File: src/rtl/alu_pkg.sv
package alu_pkg;

    typedef enum logic [2:0] {
        OPC_AND  = 3'b000,
        OPC_OR   = 3'b001,
        OPC_ADD  = 3'b010,
        OPC_ADDU = 3'b011,
        OPC_NU4  = 3'b100,
        OPC_NU5  = 3'b101,
        OPC_SUB  = 3'b110,
        OPC_SUBU = 3'b111
    } alu_opc_e;

    typedef enum logic [1:0] {
        PICK_AND  = 2'd0,
        PICK_OR   = 2'd1,
        PICK_SUM  = 2'd2,
        PICK_ZERO = 2'd3
    } slice_pick_e;

    typedef struct packed {
        logic        invert_b;
        logic        carry_seed;
        logic        is_arith;
        logic        is_signed;
        slice_pick_e pick;
    } alu_ctrl_t;

endpackage

File: src/rtl/alu_decode.sv
module alu_decode
    import alu_pkg::*;
(
    input  logic [2:0] op_sel,
    output alu_ctrl_t  ctrl
);

    alu_opc_e opc;
    assign opc = alu_opc_e'(op_sel);

    always_comb begin
        ctrl = '{invert_b: 1'b0, carry_seed: 1'b0, is_arith: 1'b0,
                 is_signed: 1'b0, pick: PICK_ZERO};
        unique case (opc)
            OPC_AND:  ctrl.pick = PICK_AND;
            OPC_OR:   ctrl.pick = PICK_OR;
            OPC_ADD: begin
                ctrl.pick      = PICK_SUM;
                ctrl.is_arith  = 1'b1;
                ctrl.is_signed = 1'b1;
            end
            OPC_ADDU: begin
                ctrl.pick     = PICK_SUM;
                ctrl.is_arith = 1'b1;
            end
            OPC_SUB: begin
                ctrl.pick       = PICK_SUM;
                ctrl.is_arith   = 1'b1;
                ctrl.is_signed  = 1'b1;
                ctrl.invert_b   = 1'b1;
                ctrl.carry_seed = 1'b1;
            end
            OPC_SUBU: begin
                ctrl.pick       = PICK_SUM;
                ctrl.is_arith   = 1'b1;
                ctrl.invert_b   = 1'b1;
                ctrl.carry_seed = 1'b1;
            end
            OPC_NU4, OPC_NU5: ctrl.pick = PICK_ZERO;
            default:          ctrl.pick = PICK_ZERO;
        endcase
    end

    // an unused code never enables the adder path
    always_comb begin
        if (op_sel[2:1] == 2'b10)
            a_r10_unused_no_arith: assert (!ctrl.is_arith && ctrl.pick == PICK_ZERO);
    end

endmodule

File: src/rtl/alu_bit_slice.sv
module alu_bit_slice
    import alu_pkg::*;
(
    input  logic        a_bit,
    input  logic        b_bit,
    input  logic        c_in,
    input  logic        invert_b,
    input  slice_pick_e pick,
    output logic        r_bit,
    output logic        c_out
);

    logic b_eff;
    logic and_o;
    logic or_o;
    logic sum_o;

    assign b_eff = b_bit ^ invert_b;
    assign and_o = a_bit & b_bit;
    assign or_o  = a_bit | b_bit;
    assign sum_o = a_bit ^ b_eff ^ c_in;
    assign c_out = (a_bit & b_eff) | (a_bit & c_in) | (b_eff & c_in);

    always_comb begin
        unique case (pick)
            PICK_AND:  r_bit = and_o;
            PICK_OR:   r_bit = or_o;
            PICK_SUM:  r_bit = sum_o;
            PICK_ZERO: r_bit = 1'b0;
            default:   r_bit = 1'b0;
        endcase
    end

endmodule

File: src/rtl/bitslice_alu.sv
module bitslice_alu
    import alu_pkg::*;
#(
    parameter int WIDTH = 32
) (
    input  logic [WIDTH-1:0] opnd_a,
    input  logic [WIDTH-1:0] opnd_b,
    input  logic [2:0]       op_sel,
    output logic [WIDTH-1:0] result,
    output logic             carry_out,
    output logic             overflow
);

    localparam int MSB = WIDTH - 1;

    alu_ctrl_t      ctrl;
    logic [WIDTH:0] chain;

    alu_decode u_dec (
        .op_sel (op_sel),
        .ctrl   (ctrl)
    );

    assign chain[0] = ctrl.carry_seed;

    for (genvar i = 0; i < WIDTH; i++) begin : g_slice
        alu_bit_slice u_slice (
            .a_bit    (opnd_a[i]),
            .b_bit    (opnd_b[i]),
            .c_in     (chain[i]),
            .invert_b (ctrl.invert_b),
            .pick     (ctrl.pick),
            .r_bit    (result[i]),
            .c_out    (chain[i+1])
        );
    end

    assign carry_out = ctrl.is_arith & chain[WIDTH];
    assign overflow  = ctrl.is_signed & (chain[MSB] ^ chain[WIDTH]);

    always_comb begin
        // logic codes raise no flag
        if (op_sel[2:1] == 2'b00)
            a_r9_logic_no_flags: assert (!carry_out && !overflow);
        // unused codes are silent
        if (op_sel[2:1] == 2'b10)
            a_r10_unused_zero: assert (result == '0 && !carry_out && !overflow);
        // unsigned forms never flag overflow
        if (op_sel == 3'b011 || op_sel == 3'b111)
            a_r4_unsigned_no_overflow: assert (!overflow);
        // signed add overflow only with like signs and a flipped result sign
        if (op_sel == 3'b010 && overflow)
            a_r7_add_sign_rule: assert (opnd_a[MSB] == opnd_b[MSB] && result[MSB] != opnd_a[MSB]);
        // signed subtract overflow only with unlike signs and a flipped result sign
        if (op_sel == 3'b110 && overflow)
            a_r8_sub_sign_rule: assert (opnd_a[MSB] != opnd_b[MSB] && result[MSB] != opnd_a[MSB]);
    end

endmodule

File: config.mk
export PLATFORM = sky130hd
export DESIGN_NAME = bitslice_alu
export DESIGN_NICKNAME = d
export VERILOG_FILES = /design/src/rtl/alu_pkg.sv /design/src/rtl/alu_decode.sv /design/src/rtl/alu_bit_slice.sv /design/src/rtl/bitslice_alu.sv
export SDC_FILE = /design/constraint.sdc
export NUM_CORES = 1
export LEC_CHECK = 0
export ABC_CLOCK_PERIOD_IN_PS = 29300
export BUFFER_PORTS_ARGS = -buffer_cell sky130_fd_sc_hd__buf_4
export CAP_MARGIN = 10
export CORE_ASPECT_RATIO = 1.1
export CORE_MARGIN = 8
export CORE_UTILIZATION = 40
export DETAILED_ROUTE_END_ITERATION = 10
export GPL_TIMING_DRIVEN = 0
export PLACE_DENSITY = 0.82
export SLEW_MARGIN = 20
export SYNTH_ARGS = -nofsm -noshare
export SYNTH_HDL_FRONTEND = slang
export SYNTH_SLANG_ARGS = --single-unit
File: constraint.sdc
create_clock -name vclk -period 29.3
set_input_delay 1.465 -clock vclk [all_inputs]
set_output_delay 1.465 -clock vclk [all_outputs]
set_load 0.1 [all_outputs]
==> summary.txt, run 1 <==
Die span in y -> 89.3 µm
Relative slew slack -> 65.4%
Drt wl/cell -> 15.5 µm
1st-pass router iterations -> 4
# setup viols final -> 0
DRT antenna net count -> 0
Post-CTS sizing -> 0
DR iter-0 viols -> 32
Data required time of the worst path -> 27830 ps
Initial antenna violation count -> 0
Final WL -> 5360 µm
Via density per instance -> 4.86
Area occupied by registers -> 0 µm²
Leakage -> 1.28 nW
GR Util All Layers -> 14.5%
Critical path origin -> op_sel[2]
Fin area -> 2780 µm²
Die area -> 7380 µm²
Slew Viols, Final -> 0
WS Path Type -> in -> out
Net Count, Synth -> 290
Setup crit start kind -> primary input
Synth cell count leaders -> 32 x buf_4, 31 x fa_1, 30 x a22o_1, 30 x xnor2_1, 24 x maj3_2
Setup TNS Final -> 0 ps
Setup WS pre-CTS -> 12760 ps
Ports -> 101
Min Tclk post-route -> 16500 ps
Area leader, netlist -> fa_1
Ant diodes -> 0
Hold_sp -> op_sel[0]
Outcome -> completed
Setup Buffers After CTS -> 0
P&R area growth vs syn -> 42.0%
VDD IR-drop max -> 0.0000252 V
Congestion Overflow GR -> 0
Remaining DRCs -> 0
Setup WS post-layout -> 12800 ps
Seq_cells -> 0
Area after DPL -> 2780 µm²
Cell count after synthesis -> 190
Max_cap viols -> 0
RSZ-0062 raised after global routing -> no
Clock buffers -> 0
Slowest CP cell -> fa_1
Fillers -> 425
Arrival @ worst endpoint -> 15030 ps
Final std cells w/o fill -> 346
Sequential-to-total area share from yosys stat -> 0%
Number of port buffers -> 100
Core ar. -> 4680 µm²
Global placer's final weighted congestion -> 0.764
Tcrit/Tclk final -> 56.3%
Fraction of layout instances using a drive strength above 1 -> 57.9%
CTS Hold Bufs -> 0
FMAX -> 60.6 MHz
Nature of the critical path endpoint -> primary output
Dpl hpwl -> 4670 µm
Mapped Avg Cell Area -> 10.3 µm²
Inst Count DP -> 346
First-pass GRT wire length -> 8710 µm
Via Count -> 1680
Hold Crit Class -> in -> out
Synthesized area -> 1960 µm²
Rows -> 26
Die width -> 82.7 µm
Top post-synthesis cells by area -> fa_1 32%, maj3_2 14%, a22o_1 13%
Number of global-route vias before repair -> 1814
Largest net degree at the start of global routing -> 11
Worst-Margin Slew -> 519 ps
Ys Warns -> 0
Crit path max fanout -> 10
Pwr/cell area -> 48.9 nW/µm²
Library cells used by synthesis -> 22
Final Hold Viols -> 0
Final design utilization -> 59.3%
Layout Nets -> 392
Count leader, synth -> buf_4
Initial Util -> 41.7%
Post-synth top area share -> 31.7%
Top cell by count, worst path -> fa_1
Critical path's largest stage delay -> 440 ps
Multi-input logic area -> 1590 µm²
[cell usage in the layout (no fill, tap or decap)]
| cell type | Yosys | layout |
|---|---|---|
| maj3_1 | 5 | 5 |
| and2_1 | 1 | 1 |
| mux2i_1 | 1 | 1 |
| buf_6 | 2 | 2 |
| buf_2 | 8 | 8 |
| a21oi_1 | 3 | 3 |
| maj3_2 | 24 | 24 |
| nand2_1 | 1 | 1 |
| xor2_1 | 2 | 2 |
| xnor2_1 | 30 | 30 |
| fa_1 | 31 | 31 |
| ha_1 | 2 | 2 |
| a22o_1 | 30 | 30 |
| inv_1 | 6 | 6 |
| buf_4 | 32 | 132 |
| clkbuf_1 | 2 | 2 |
| buf_8 | 2 | 2 |
| nor2_1 | 2 | 2 |
| a221oi_1 | 2 | 2 |
| o21ai_0 | 2 | 2 |
| nor2b_1 | 1 | 1 |
| nor3b_1 | 1 | 1 |
[path summary, 6_finish.rpt]
kind | to | slack (ps) | cells after the start
setup / recovery | overflow | 12800 | 40
hold / removal | overflow | 3510 | 4
[logic make-up (layout without fill, tap and decap cells)]
group | Yosys count | after routing | share of synthesized area, %
XOR/XNOR | 32 | 32 | 14.3
buffers and inverters | 52 | 152 | 18.6
AO/OA/AOI/OAI | 37 | 37 | 15.6
adder cells (fa/ha/maj) | 62 | 62 | 49.4
AND/OR/NAND/NOR | 6 | 6 | 1.60
multiplexers | 1 | 1 | 0.512
[final cells by class]
type               instances  share of cell area, %
multi-input cells        138                   57.4
repair buffers           100                   27.0
plain buffers             46                   12.3
well taps                 56                   2.52
inverters                  6                  0.811
[routing by layer]
metal / up-vias / track usage, % / share of wire, %
met5: - / 0 / 0
met3: 0 / 2.11 / 8.0
met2: 59 / 27.1 / 53
met4: 0 / 0 / 0
li1: 828 / - / -
met1: 793 / 18.0 / 40
[worst max-delay path, delay by kind of cell]
kind | cells | cell delay (ps)
compound gates | 1 | 150
simple gates | 3 | 410
buf+inv | 4 | 850
fa+ha+maj | 31 | 12010
xor+xnor | 1 | 150
[report_power, final]
part | leakage, nW | internal [mW] | switching, mW
clock | 0 | 0 | 0
sequential | 0 | 0 | 0
combinational | 1.28 | 0.0461 | 0.0898
[through the flow]
| step | hold WS (ps) | power [mW] |
|---|---|---|
| 2_1_floorplan | 3280 | 0.108 |
| 3_3_place_gp | 3520 | 0.135 |
| 3_5_place_dp | 3520 | 0.137 |
| 4_1_cts | 3530 | 0.137 |
| 5_1_grt | 3550 | 0.144 |
| 6_report | 3510 | 0.136 |
Note: power is estimated with default switching activity, not from simulation.
==> run 2, diff against run 1 <==
--- a/config.mk
+++ b/config.mk
@@ -5,7 +5,7 @@
 export SDC_FILE = /design/constraint.sdc
 export NUM_CORES = 1
 export LEC_CHECK = 0
-export ABC_CLOCK_PERIOD_IN_PS = 29300
+export ABC_CLOCK_PERIOD_IN_PS = 14600
 export BUFFER_PORTS_ARGS = -buffer_cell sky130_fd_sc_hd__buf_4
 export CAP_MARGIN = 10
 export CORE_ASPECT_RATIO = 1.1
@@ -13,7 +13,7 @@
 export CORE_UTILIZATION = 40
 export DETAILED_ROUTE_END_ITERATION = 10
 export GPL_TIMING_DRIVEN = 0
-export PLACE_DENSITY = 0.82
+export PLACE_DENSITY = 0.85
 export SLEW_MARGIN = 20
 export SYNTH_ARGS = -nofsm -noshare
 export SYNTH_HDL_FRONTEND = slang
==> constraint.sdc (replaced) <==
create_clock -name vclk -period 14.6
set_input_delay 0.73 -clock vclk [all_inputs]
set_output_delay 0.73 -clock vclk [all_outputs]
set_load 0.1 [all_outputs]
==> summary.txt, run 2 (synthesized netlist as in run 1, its figures left out) <==
P&R area growth vs syn -> 46.1%
DRT antenna net count -> 0
Fillers -> 431
GR Util All Layers -> 15.0%
Largest net degree at the start of global routing -> 11
Power Total -> 0.279 mW
Initial antenna violation count -> 0
VDD IR-drop max -> 0.0000495 V
Tcrit/Tclk final -> 97.1%
Top Usage Layer GRT -> met2
Die span in y -> 89.3 µm
Slowest CP cell -> fa_2
CTS Hold Bufs -> 0
FMAX -> 70.6 MHz
Top cell by count, worst path -> fa_1
Seq_cells -> 0
Inst Count DP -> 346
Remaining DRCs -> 0
# setup viols final -> 0
Final std cells w/o fill -> 348
Critical path's largest stage delay -> 420 ps
Final WL -> 5600 µm
RSZ-0062 raised after global routing -> no
Outcome -> completed
DR iter-0 viols -> 25
Arrival @ worst endpoint -> 13440 ps
Congestion Overflow GR -> 0
Drt wl/cell -> 16.1 µm
Die width -> 82.7 µm
Fraction of layout instances using a drive strength above 1 -> 63.4%
Setup WS post-layout -> 429 ps
Number of global-route vias before repair -> 1964
Tightest hold margin -> 1980 ps
Layout Nets -> 394
Die area -> 7380 µm²
Area occupied by registers -> 0 µm²
First-pass GRT wire length -> 8940 µm
Dpl hpwl -> 4860 µm
Most common cell after layout, fill and taps aside -> buf_4
Hold Crit Class -> in -> out
Met1 usage -> 15.9%
Met2 Use GR -> 30.3%
Initial Util -> 41.7%
Worst-Margin Slew -> 528 ps
Relative slew slack -> 64.8%
Data required time of the worst path -> 13870 ps
WS Path Type -> in -> out
Multi-input logic area -> 1640 µm²
Leakage -> 1.29 nW
Min Tclk post-route -> 14170 ps
Final design utilization -> 61.0%
Slew Viols, Final -> 0
Core ar. -> 4680 µm²
Max_cap viols -> 0
Via density per instance -> 4.96
Setup WS pre-CTS -> -554 ps
Rows -> 26
Pwr/cell area -> 97.6 nW/µm²
Ports -> 101
Setup crit start kind -> primary input
1st-pass router iterations -> 4
M3 GR Usage -> 3.32%
Commonest non-fill, non-tap cells in the layout -> 133 x buf_4, 30 x a22o_1, 30 x xnor2_1, 24 x maj3_2, 19 x fa_1
Nature of the critical path endpoint -> primary output
Final Hold Viols -> 0
Number of port buffers -> 100
Clock buffers -> 0
Global placer's final weighted congestion -> 0.733
Ant diodes -> 0
Crit path max fanout -> 5
Via Count -> 1726
-- run 2: changes by cell type in the layout (fill, tap and decap cells not counted), sizes merged --
cell  previous run  this run
buf            144       146
-- run 2: path summary, 6_finish.rpt --
check                      from        to  depth (start not counted)  slack, ps
worst max-delay path  op_sel[2]  overflow                         40        430
worst min-delay path  op_sel[0]  overflow                          4       1980
-- run 2: per-stage QoR --
stage	cell area, µm²	setup TNS [ps]
4_1_cts	2830	0
3_5_place_dp	2790	-1270
2_1_floorplan	1970	0
6_report	2860	0
5_1_grt	2860	0
3_3_place_gp	2790	-759
-- run 2: area by class of cell --
| cell class | count | share of cell area (%) |
|---|---|---|
| Tap cell | 56 | 2.45 |
| Buffer | 46 | 12.1 |
| Timing Repair Buffer | 102 | 27.2 |
| Multi-Input combinational cell | 138 | 57.4 |
| Inverter | 6 | 0.788 |
-- run 2: worst max-delay path, delay by kind of cell --
| family | cells | cell delay [ps] |
|---|---|---|
| xor gates and xnor gates | 1 | 180 |
| and+or+nand+nor | 3 | 390 |
| adders and majority gates | 31 | 11510 |
| buffers and inverters | 4 | 490 |
| AOI/OAI and AO/OA | 1 | 120 |
-- run 2: power breakdown --
group,switching [mW],internal (mW),leakage (nW),total [mW]
logic,0.183,0.0961,1.29,0.279
clock network,0,0,0,0
registers,0,0,0,0
total,0.183,0.0961,1.29,0.279
-- run 2: timing repair --
item                                    CTS  global route
setup buffers                             1             1
endpoints found under the setup margin    4             4
pin swaps                                 1             2
gates resized for setup                  11             8
-- run 2: routing by layer --
| layer | share of wire (%) | vias up | routed length (µm) |
|---|---|---|---|
| li1 | - | 832 | - |
| met1 | 35 | 837 | 1980 |
| met2 | 56 | 57 | 3150 |
| met3 | 8.6 | 0 | 480 |
| met4 | 0 | 0 | 0 |
| met5 | 0 | - | 0 |
==> run 3, diff against run 2 <==
--- a/config.mk
+++ b/config.mk
@@ -8,12 +8,14 @@
 export ABC_CLOCK_PERIOD_IN_PS = 14600
 export BUFFER_PORTS_ARGS = -buffer_cell sky130_fd_sc_hd__buf_4
 export CAP_MARGIN = 10
+export CELL_PAD_IN_SITES_DETAIL_PLACEMENT = 1
+export CELL_PAD_IN_SITES_GLOBAL_PLACEMENT = 2
 export CORE_ASPECT_RATIO = 1.1
 export CORE_MARGIN = 8
-export CORE_UTILIZATION = 40
+export CORE_UTILIZATION = 25
 export DETAILED_ROUTE_END_ITERATION = 10
 export GPL_TIMING_DRIVEN = 0
-export PLACE_DENSITY = 0.85
+export PLACE_DENSITY = 0.91
 export SLEW_MARGIN = 20
 export SYNTH_ARGS = -nofsm -noshare
 export SYNTH_HDL_FRONTEND = slang
==> summary.txt, run 3 (synthesized netlist as in run 1, its figures left out) <==
Outcome -> completed
Top cell by count, worst path -> fa_1
DRT antenna net count -> 0
Fraction of layout instances using a drive strength above 1 -> 63.2%
Data required time of the worst path -> 13870 ps
P&R area growth vs syn -> 49.8%
Min Tclk post-route -> 14130 ps
Number of port buffers -> 100
Crit path max fanout -> 5
Hold Crit Class -> in -> out
Slew Viols, Final -> 0
Arrival @ worst endpoint -> 13400 ps
Fillers -> 905
Drt wl/cell -> 16.1 µm
Leakage -> 1.30 nW
1st-pass router iterations -> 4
Largest net degree at the start of global routing -> 11
Ant diodes -> 0
CTS Hold Bufs -> 0
Ports -> 101
WS Path Type -> in -> out
Die width -> 100 µm
Slowest CP cell -> fa_1
Layout Nets -> 393
Setup WS post-layout -> 471 ps
Most common cell after layout, fill and taps aside -> buf_4
DR iter-0 viols -> 20
# setup viols final -> 0
Bufs and invs on worst path -> 4
Relative slew slack -> 60.9%
Die area -> 10900 µm²
Core ar. -> 7740 µm²
Dpl hpwl -> 5490 µm
Die span in y -> 109 µm
Hold_sp -> op_sel[0]
Commonest non-fill, non-tap cells in the layout -> 132 x buf_4, 30 x a22o_1, 30 x xnor2_1, 24 x maj3_2, 19 x fa_1
Nature of the critical path endpoint -> primary output
Number of global-route vias before repair -> 2047
RSZ-0062 raised after global routing -> no
Setup crit start kind -> primary input
Pwr/cell area -> 95.4 nW/µm²
Area occupied by registers -> 0 µm²
First-pass GRT wire length -> 10300 µm
Max_cap viols -> 0
Rows -> 34
Critical path's top delay family -> adder cells
Seq_cells -> 0
Via density per instance -> 4.41
Worst-Margin Slew -> 586 ps
Initial antenna violation count -> 0
Critical path origin -> op_sel[2]
Critical path's largest stage delay -> 400 ps
Setup WS pre-CTS -> -629 ps
Final Hold Viols -> 0
Final WL -> 6410 µm
Remaining DRCs -> 0
VDD IR-drop max -> 0.0000384 V
Global placer's final weighted congestion -> 0.712
Via Count -> 1760
FMAX -> 70.8 MHz
Tcrit/Tclk final -> 96.8%
Initial Util -> 25.3%
Congestion Overflow GR -> 0
Clock buffers -> 0
Power Total -> 0.279 mW
GR Util All Layers -> 11.8%
## run 3: cell count changes in the layout (fill, tap and decap cells not counted)
| cell | before | now |
|---|---|---|
| nand2_4 | 0 | 1 |
| buf_4 | 133 | 132 |
| buf_6 | 3 | 2 |
| buf_12 | 1 | 2 |
| nand2_2 | 1 | 0 |
## run 3: through the flow
step | cell area [µm²] | setup TNS [ps] | instances | hold slack (ps) | util, %
6_report | 2930 | 0 | 399 | 1990 | 37.8
2_1_floorplan | 1970 | 0 | 190 | 1810 | -
3_5_place_dp | 2850 | -1640 | 398 | 2070 | 36.8
5_1_grt | 2930 | 0 | 399 | 2040 | 37.8
3_3_place_gp | 2850 | -1200 | 398 | 2060 | 36.8
4_1_cts | 2910 | 0 | 399 | 2010 | 37.5
## run 3: timing repair
action	4_1_cts	5_1_grt
resized for setup	14	8
buffers inserted	1	0
endpoints found under the hold margin	0	0
pin swaps	1	2
setup endpoints to repair	4	3
## run 3: path summary, 6_finish.rpt
| path | end | cells past startpoint |
|---|---|---|
| min | overflow | 4 |
| max | overflow | 40 |
## run 3: cell type report
class                      count  area [µm²]  area share [%]
buffer                        46         355            12.1
inverter                       6        22.5           0.769
multi-input combinational    138        1650            56.2
tap                          108         135            4.61
timing repair buffer         101         771            26.3
## run 3: layer usage
metal	GRT usage, %	vias to the layer above	share of wire [%]
li1	-	832	-
met1	11.9	877	35
met2	24.5	51	56
met3	3.38	0	8.4
met4	0	0	0
met5	0	-	0
## run 3: report_power, final
group	leakage, nW	switching (mW)	internal (mW)
Combinational	1.30	0.184	0.0957
Sequential	0	0	0
Clock	0	0	0
